File: config.mk
export PLATFORM = sky130hd
export DESIGN_NAME = brkpt_watch
export DESIGN_NICKNAME = d
export VERILOG_FILES = /design/src/rtl/brkpt_pkg.sv /design/src/rtl/brkpt_cfg_regs.sv /design/src/rtl/brkpt_comparator.sv /design/src/rtl/brkpt_flag.sv /design/src/rtl/brkpt_watch.sv
export SDC_FILE = /design/constraint.sdc
export NUM_CORES = 1
export LEC_CHECK = 0
export BUFFER_PORTS_ARGS = -buffer_cell sky130_fd_sc_hd__buf_2
export CORE_MARGIN = 2
export CORE_UTILIZATION = 45
export CTS_CLUSTER_DIAMETER = 100
export DETAILED_ROUTE_END_ITERATION = 10
export GPL_ROUTABILITY_DRIVEN = 0
export GPL_TIMING_DRIVEN = 0
export MAX_ROUTING_LAYER = met4
export PLACE_DENSITY = 0.68
export SLEW_MARGIN = 25
export SYNTH_ARGS = -nofsm -noshare
export SYNTH_HDL_FRONTEND = slang
export SYNTH_SLANG_ARGS = --single-unit
File: constraint.sdc
create_clock -name clk -period 1.3 [get_ports clk]
set_clock_uncertainty 0.2 [all_clocks]
set_input_delay 0.26 -clock clk [delete_from_list [all_inputs] [get_ports clk]]
set_output_delay 0.26 -clock clk [all_outputs]
set_load 0.01 [all_outputs]
File: src/rtl/brkpt_pkg.sv
package brkpt_pkg;
  localparam int ADDR_W     = 24;
  localparam int BYTE_W     = 8;
  localparam int NUM_CMP    = 2;
  localparam int ADDR_BYTES = ADDR_W / BYTE_W;
  localparam int SLOT       = 4;                    // registers per comparator
  localparam int FLAG_REG   = NUM_CMP * SLOT;       // break register index
  localparam int REG_AW     = $clog2(FLAG_REG + 1);

  typedef struct packed {
    logic              en;
    logic              ign_low;
    logic [ADDR_W-1:0] addr;
  } cmp_cfg_t;
endpackage

File: src/rtl/brkpt_cfg_regs.sv
module brkpt_cfg_regs
  import brkpt_pkg::*;
(
  input  logic              clk,
  input  logic              rst_n,
  input  logic              we,
  input  logic [REG_AW-1:0] addr,
  input  logic [BYTE_W-1:0] wdata,
  output cmp_cfg_t          cfg [NUM_CMP],
  output logic              flag_wr,
  output logic              flag_val
);
  for (genvar g = 0; g < NUM_CMP; g++) begin : g_slot
    cmp_cfg_t cfg_q;
    always_ff @(posedge clk or negedge rst_n) begin
      if (!rst_n) begin
        cfg_q <= '0;
      end else if (we) begin
        for (int k = 0; k < ADDR_BYTES; k++) begin
          if (addr == REG_AW'(g*SLOT + k))
            cfg_q.addr[k*BYTE_W +: BYTE_W] <= wdata;
        end
        if (addr == REG_AW'(g*SLOT + SLOT - 1)) begin
          cfg_q.en      <= wdata[0];
          cfg_q.ign_low <= wdata[1];
        end
      end
    end
    assign cfg[g] = cfg_q;
  end

  assign flag_wr  = we && (addr == REG_AW'(FLAG_REG));
  assign flag_val = wdata[0];
endmodule

File: src/rtl/brkpt_comparator.sv
module brkpt_comparator
  import brkpt_pkg::*;
(
  input  cmp_cfg_t          cfg,
  input  logic              valid,
  input  logic [ADDR_W-1:0] addr,
  output logic              hit
);
  localparam logic [ADDR_W-1:0] PAGE_MASK = {{(ADDR_W-BYTE_W){1'b1}}, {BYTE_W{1'b0}}};

  logic [ADDR_W-1:0] care;
  assign care = cfg.ign_low ? PAGE_MASK : '1;
  assign hit  = valid && cfg.en && (((addr ^ cfg.addr) & care) == '0);
endmodule

File: src/rtl/brkpt_flag.sv
module brkpt_flag
  import brkpt_pkg::*;
(
  input  logic               clk,
  input  logic               rst_n,
  input  logic [NUM_CMP-1:0] hit,
  input  logic               first,
  input  logic               done,
  input  logic               flag_wr,
  input  logic               flag_val,
  output logic               brk_next,
  output logic [NUM_CMP-1:0] status
);
  logic               pending, pend_d, brk_d;
  logic [NUM_CMP-1:0] stat_d;
  logic               any_hit;

  assign any_hit = |hit;

  always_comb begin
    pend_d = pending | (any_hit & ~first);
    brk_d  = brk_next;
    stat_d = status | hit;
    if (any_hit && first) brk_d = 1'b1;
    if (done) begin
      if (pend_d) brk_d = 1'b1;
      pend_d = 1'b0;
    end
    if (flag_wr) begin
      brk_d = flag_val;
      if (!flag_val) begin
        pend_d = 1'b0;
        stat_d = '0;
      end
    end
  end

  always_ff @(posedge clk or negedge rst_n) begin
    if (!rst_n) begin
      pending  <= 1'b0;
      brk_next <= 1'b0;
      status   <= '0;
    end else begin
      pending  <= pend_d;
      brk_next <= brk_d;
      status   <= stat_d;
    end
  end

  assert_first_hit_R5: assert property (@(posedge clk) disable iff (!rst_n)
    (any_hit && first && !flag_wr) |=> brk_next);
  assert_defer_R6: assert property (@(posedge clk) disable iff (!rst_n)
    (!brk_next && !(flag_wr && flag_val) && !(any_hit && first) &&
     !(done && (pending || any_hit))) |=> !brk_next);
  assert_sticky_R7: assert property (@(posedge clk) disable iff (!rst_n)
    (brk_next && !flag_wr) |=> brk_next);
  assert_release_R8: assert property (@(posedge clk) disable iff (!rst_n)
    (flag_wr && !flag_val) |=> (!brk_next && !pending && status == '0));
  assert_force_R9: assert property (@(posedge clk) disable iff (!rst_n)
    (flag_wr && flag_val) |=> brk_next);
endmodule

File: src/rtl/brkpt_watch.sv
module brkpt_watch
  import brkpt_pkg::*;
(
  input  logic               clk,
  input  logic               rst_n,
  input  logic               cfg_we,
  input  logic [REG_AW-1:0]  cfg_addr,
  input  logic [BYTE_W-1:0]  cfg_wdata,
  input  logic               cpu_addr_valid,
  input  logic [ADDR_W-1:0]  cpu_addr,
  input  logic               cpu_first_fetch,
  input  logic               cpu_instr_done,
  output logic               brk_next,
  output logic [NUM_CMP-1:0] hit_status
);
  cmp_cfg_t           cfg [NUM_CMP];
  logic               flag_wr, flag_val;
  logic [NUM_CMP-1:0] hit;

  brkpt_cfg_regs u_regs (
    .clk(clk), .rst_n(rst_n), .we(cfg_we), .addr(cfg_addr), .wdata(cfg_wdata),
    .cfg(cfg), .flag_wr(flag_wr), .flag_val(flag_val)
  );

  for (genvar g = 0; g < NUM_CMP; g++) begin : g_cmp
    brkpt_comparator u_cmp (
      .cfg(cfg[g]), .valid(cpu_addr_valid), .addr(cpu_addr), .hit(hit[g])
    );
    // a status bit rises only if its own comparator was enabled
    assert_status_src_R10: assert property (@(posedge clk) disable iff (!rst_n)
      $rose(hit_status[g]) |-> $past(cfg[g].en));
  end

  brkpt_flag u_flag (
    .clk(clk), .rst_n(rst_n), .hit(hit), .first(cpu_first_fetch),
    .done(cpu_instr_done), .flag_wr(flag_wr), .flag_val(flag_val),
    .brk_next(brk_next), .status(hit_status)
  );

  // with no valid address, no status bit can rise
  assert_valid_gate_R11: assert property (@(posedge clk) disable iff (!rst_n)
    (!cpu_addr_valid && !flag_wr) |=> $stable(hit_status));
endmodule

# After elaboration in Yosys (flattened, before gate mapping)
# Cells that the tools add are included.
# totals
output_inout_bits	3
memories	0
elab_cells	58
regBits	56
mem_bits_ro	0
input_bits	42
ram_bits	0
latchBits	0
# op_classes
div	0
n_shift	0
eq_ne	8
magnitude_cmp	0
multipliers	0
reduce_logical	18
mux	11
add_sub_neg	0
bitwise	8
# op_table
op	count
bitwise AND 24 bit	2
zero test 24 bit	2
XOR 24 bit	2
equality test 4 x 3 -> 1 bit, second input constant	4
two-way mux 8 bit	2
AND reduction 2 bit	8
equality test 4 x 2 -> 1 bit, second input constant	2
two-way mux 1 bit	7
logical AND 1 bit	6
equality test 4 x 1 -> 1 bit, second input constant	1
equality test 4 bit, second input constant	1
zero test 4 bit	1
two-way mux 2 bit	2
bitwise OR 2 bit	1
OR reduction 2 bit	1
bitwise AND 1 bit	1
inverter 1 bit	1
bitwise OR 1 bit	1

# Depth between registers and ports, before layout
# depth
word_depth	10
mapped_depth	7
ltp_nobuf	5

# Hierarchy
# Synthesis repeated with hierarchy kept, for this count alone.
# unflattened
hier_cells	205
hier_area_um2	2798.9
# by_module_without_submodules
mod	area_per_inst_um2	cells_each	n_inst	seq_area_each_um2
brkpt_cfg_regs	2072.0	121	1	1301.2
brkpt_comparator	280.3	34	2	0.0
brkpt_flag	166.4	16	1	100.1

# Worst setup path after synthesis
# Ideal clock, no wire load.
# synth_timing
kind	input -> register
from	input cfg_addr[1]
to	register u_flag.brk_next
arrival_time_ns	1.302
slack_ns	-0.324
stages	7
required_time_ns	0.978
setup_time_ns	0.122
path_buffers	2
cell_sequence	buf_2 > nor4b_2 > and3b_1 > buf_2 > nor2_1 > a41oi_1 > nand2_1
# synth_between
elab_chain_cells	3
# synth_lines
item	line_no	rtl
start, declared	brkpt_watch.sv:7	input logic [REG_AW-1:0] cfg_addr,
equality test 4 bit	brkpt_cfg_regs.sv:32	assign flag_wr = we && (addr == REG_AW'(FLAG_REG));
logical AND 1 bit	brkpt_cfg_regs.sv:32	
two-way mux 1 bit	brkpt_flag.sv:29	if (flag_wr) begin
named net u_flag.brk_d	brkpt_flag.sv:14	logic pending, pend_d, brk_d;
end signal, assigned	brkpt_flag.sv:45	brk_next <= brk_d;
end, declared	brkpt_flag.sv:11	output logic brk_next,
# The timed path passes the listed nets, and every way through them passes these cells.
# A chain may end at the register's enable or synchronous reset.

# Worst setup path after layout
# layout_timing
from	register u_regs.g_slot[0].cfg_q, in the netlist u_regs.cfg[33]
to	register u_flag.status[0]
# layout_between
elab_chain_cells	7
# layout_lines
item	line_no	rtl
start, declared	brkpt_cfg_regs.sv:14	cmp_cfg_t cfg_q;
XOR 24 bit *	brkpt_comparator.sv:13	assign hit = valid && cfg.en && (((addr ^ cfg.addr) & care) == '0);
bitwise AND 24 bit *	brkpt_comparator.sv:13	
zero test 24 bit *	brkpt_comparator.sv:13	
logical AND 1 bit *	brkpt_comparator.sv:13	
bitwise OR 2 bit *	brkpt_flag.sv:23	stat_d = status | hit;
two-way mux 2 bit	brkpt_flag.sv:31	if (!flag_val) begin
two-way mux 2 bit *	brkpt_flag.sv:29	
named net u_flag.stat_d[0]	brkpt_flag.sv:15	logic [NUM_CMP-1:0] stat_d;
end signal, assigned	brkpt_flag.sv:46	status <= stat_d;
end, declared	brkpt_flag.sv:12	output logic [NUM_CMP-1:0] status
# The timed path passes the listed nets; every way through them passes the cells marked *.

==> reports/metrics.cfg <==
[finish]
fin_cells = 349
final_cell_area_sq_um = 3560
fin_nets = 316
fill_cells = 505
area_growth_pct = 27.0
final_layout_size_suffix_gt1_share_pct = 49.3
n_antenna_cell = 0

[placed_design]
dpl.hpwl_um = 4190
placed_area_sq_um = 3190
placed_cells = 328
io_buffers = 42
dp_slack_ns = -0.614

[sta]
fmax_mhz = 615
max_slew_margin_pct = 66.3
drv_slew = 0
finalCritPeriodShare_pct = 125
finalHoldViolations = 0
tns_ns = -2.57
worst_slack_ns = -0.327
whs_ns = 0.0912
fin_crit_ns = 1.63
setup_viol = 42
rsz0062_at_grt = true
worstMarginPinSlew_ns = 0.506

[detailed_routing]
viasPerCell = 5.17
wl_per_cell_um = 17.1
drt_iter0_markers = 66
wirelength_um = 5980
antenna_left = 0
remaining_drc_errors = 0
first_pass_iters = 4
vias = 1805

[yosys]
synth_area_sq_um = 2800
synth_top_cell_by_area = dfrtp_1
async_reset_ff_share_pct = 100
synth_ff_type = dfrtp_1
yosysMostFrequentCell = dfrtp_1
yosysUniqueCellTypes = 28
syn_nets = 253
yosys-top-cells-area = dfrtp_1 50%, mux2_2 13%, xnor2_1 11%, mux2_1 4.4%, mux2_4 4.3%
yosysWarnings = 0
ys_ff_latch = 56
synth_seq_area_share_pct = 50.0
syn_area_per_cell_sq_um = 13.3
synth_edf_count = 0
yosysTopAreaCellShare_pct = 50.0
synthCells = 211
synth_common_cells = 56 x dfrtp_1, 36 x xnor2_1, 33 x mux2_2, 12 x xor2_1, 11 x mux2_1

[run_status]
outcome = finished, violations left
violations = setup timing

[pwr]
p_comb_share_pct = 27.0
power.net_switching_uw = 1280
p_per_area_nw_per_um2 = 1310
power_leakage_uw = 0.00161
seqPwrFrac_pct = 51.2
p_sw_share_pct = 27.3
peakVddDrop_mv = 0.533
internal-power_uw = 3400
p_clk_share_pct = 21.8

[worst_hold_path]
hp-start = cfg_wdata[7]
whs_path_depth = 2
hold_class = primary input to register

[setup_path]
critPathKind = register to register
start_kind = register
r2r-start = u_regs.cfg[33]
cp_max_fo = 3
arrival_ns = 1.67
worstSetupEndpointType = register
startpoint = u_regs.cfg[33]
worstRegToRegCells = 5
cp.required_ns = 1.34

[global_route]
grt_pass1_wl_um = 10200
grt_use_total_pct = 19.2
grt_pass1_vias = 1988
grt_overflow = 0
grt_start_max_net_pins = 57
antenna_found_initial = 0

[cts]
tritoncts = built
path_clk_slew_ns = 0.10
cts_sinks = 56
cts_buffer_depth = 2
clk_latency_ns = 0.30
cts_buffers = 5
cts_max_level = 2
root_buffer = clkbuf_8

[floorplan]
die_width_um = 82.9
start_util_pct = 47.1
pin_count = 45
die-area_sq_um = 6880
dieHeight_um = 82.9
num_rows = 28
core_area_sq_um = 5960

[flow_run]
cap_violations = 0

==> logic make-up (layout without fill, tap and decap cells) <==
| group | count (synthesis) | count (layout) | share of synthesized area [%] |
|---|---|---|---|
| compound gates | 7 | 7 | 2.05 |
| xor+xnor | 48 | 48 | 15.0 |
| buf+inv | 5 | 68 | 0.848 |
| flops | 56 | 56 | 50.0 |
| mux | 52 | 52 | 22.0 |
| simple gates | 43 | 43 | 10.1 |
==> sequential cells by signal, summed over array words and instances (netlist names) <==
| name | cells |
|---|---|
| u_regs.cfg | 52 |
| u_flag.pending | 1 |
| u_flag.status | 2 |
| u_flag.brk_next | 1 |
==> worst max-delay path: stages, from the launching register on <==
cell and delay (ns):
dfrtp_1 0.41, xor2_1 0.17, nor4_2 0.29, a41o_1 0.29, a31oi_1 0.10, nor2_1 0.10
==> placed cells by master, fill, tap and decap left out, types with 2 or more instances in the layout <==
master | netlist | routed
dfrtp_1 | 56 | 56
nand2_1 | 4 | 3
clkbuf_8 | 0 | 7
a41o_1 | 2 | 2
mux2_2 | 33 | 25
buf_6 | 0 | 11
nor3_2 | 0 | 2
a41oi_2 | 0 | 2
xnor2_1 | 36 | 36
buf_2 | 4 | 39
nor3b_4 | 2 | 3
buf_12 | 0 | 2
xor2_1 | 12 | 12
nand3_1 | 5 | 4
nor4_2 | 0 | 2
nand3b_1 | 2 | 2
nand4_1 | 8 | 8
buf_4 | 0 | 6
mux2_4 | 8 | 27
nor2_1 | 10 | 10
==> stage by stage <==
stage / utilization, % / total power, uW
floorplan: - / 3200
finish: 59.8 / 4680
global route: 59.8 / 4950
global placement: 53.5 / 3500
CTS: 58.8 / 4680
detailed placement: 53.5 / 3540
==> cell type report <==
cell class              instances  area [sq um]  share of cell area (%)
plain buffers                   3          30.0                   0.844
clock buffers                   7          96.3                    2.71
inverters                       1          3.75                   0.105
multi-input cells             150          1540                    43.1
flip-flops and latches         56          1400                    39.4
well taps                      75          93.8                    2.64
repair buffers                 57           399                    11.2
==> per-layer routing <==
| metal | up-vias | GRT usage (%) | share of wire [%] |
|---|---|---|---|
| met5 | - | - | 0 |
| met3 | 6 | 3.38 | 3.1 |
| met1 | 891 | 25.5 | 46 |
| met2 | 38 | 30.7 | 50 |
| li1 | 870 | - | - |
| met4 | 0 | 4.77 | 0.89 |
==> power groups by stage <==
stage               logic [uW]  registers [uW]  clock network (uW)
floorplan                  822            2370                   0
global placement          1090            2410                   0
detailed placement        1110            2430                   0
CTS                       1240            2400                1050
global route              1380            2450                1120
finish                    1260            2390                1020
==> final timing paths <==
| kind | end | slack, ns |
|---|---|---|
| min in group asynchronous | u_regs.cfg[45] | 0.26 |
| max in group asynchronous | u_regs.cfg[43] | 0.27 |
| min reg2reg | u_regs.cfg[51] | 0.33 |
| max | u_flag.status[0] | -0.33 |
| min | u_regs.cfg[15] | 0.09 |
| max reg2reg | u_flag.status[0] | -0.33 |
==> what timing repair did <==
item,in CTS,in global routing
endpoints found under the hold margin,56,0
endpoints found under the setup margin,45,111
buffers inserted,10,4
pin swaps,14,9
gates resized for setup,25,10
hold buffers,1,0
No activity file was read; power rests on OpenSTA's default activity.
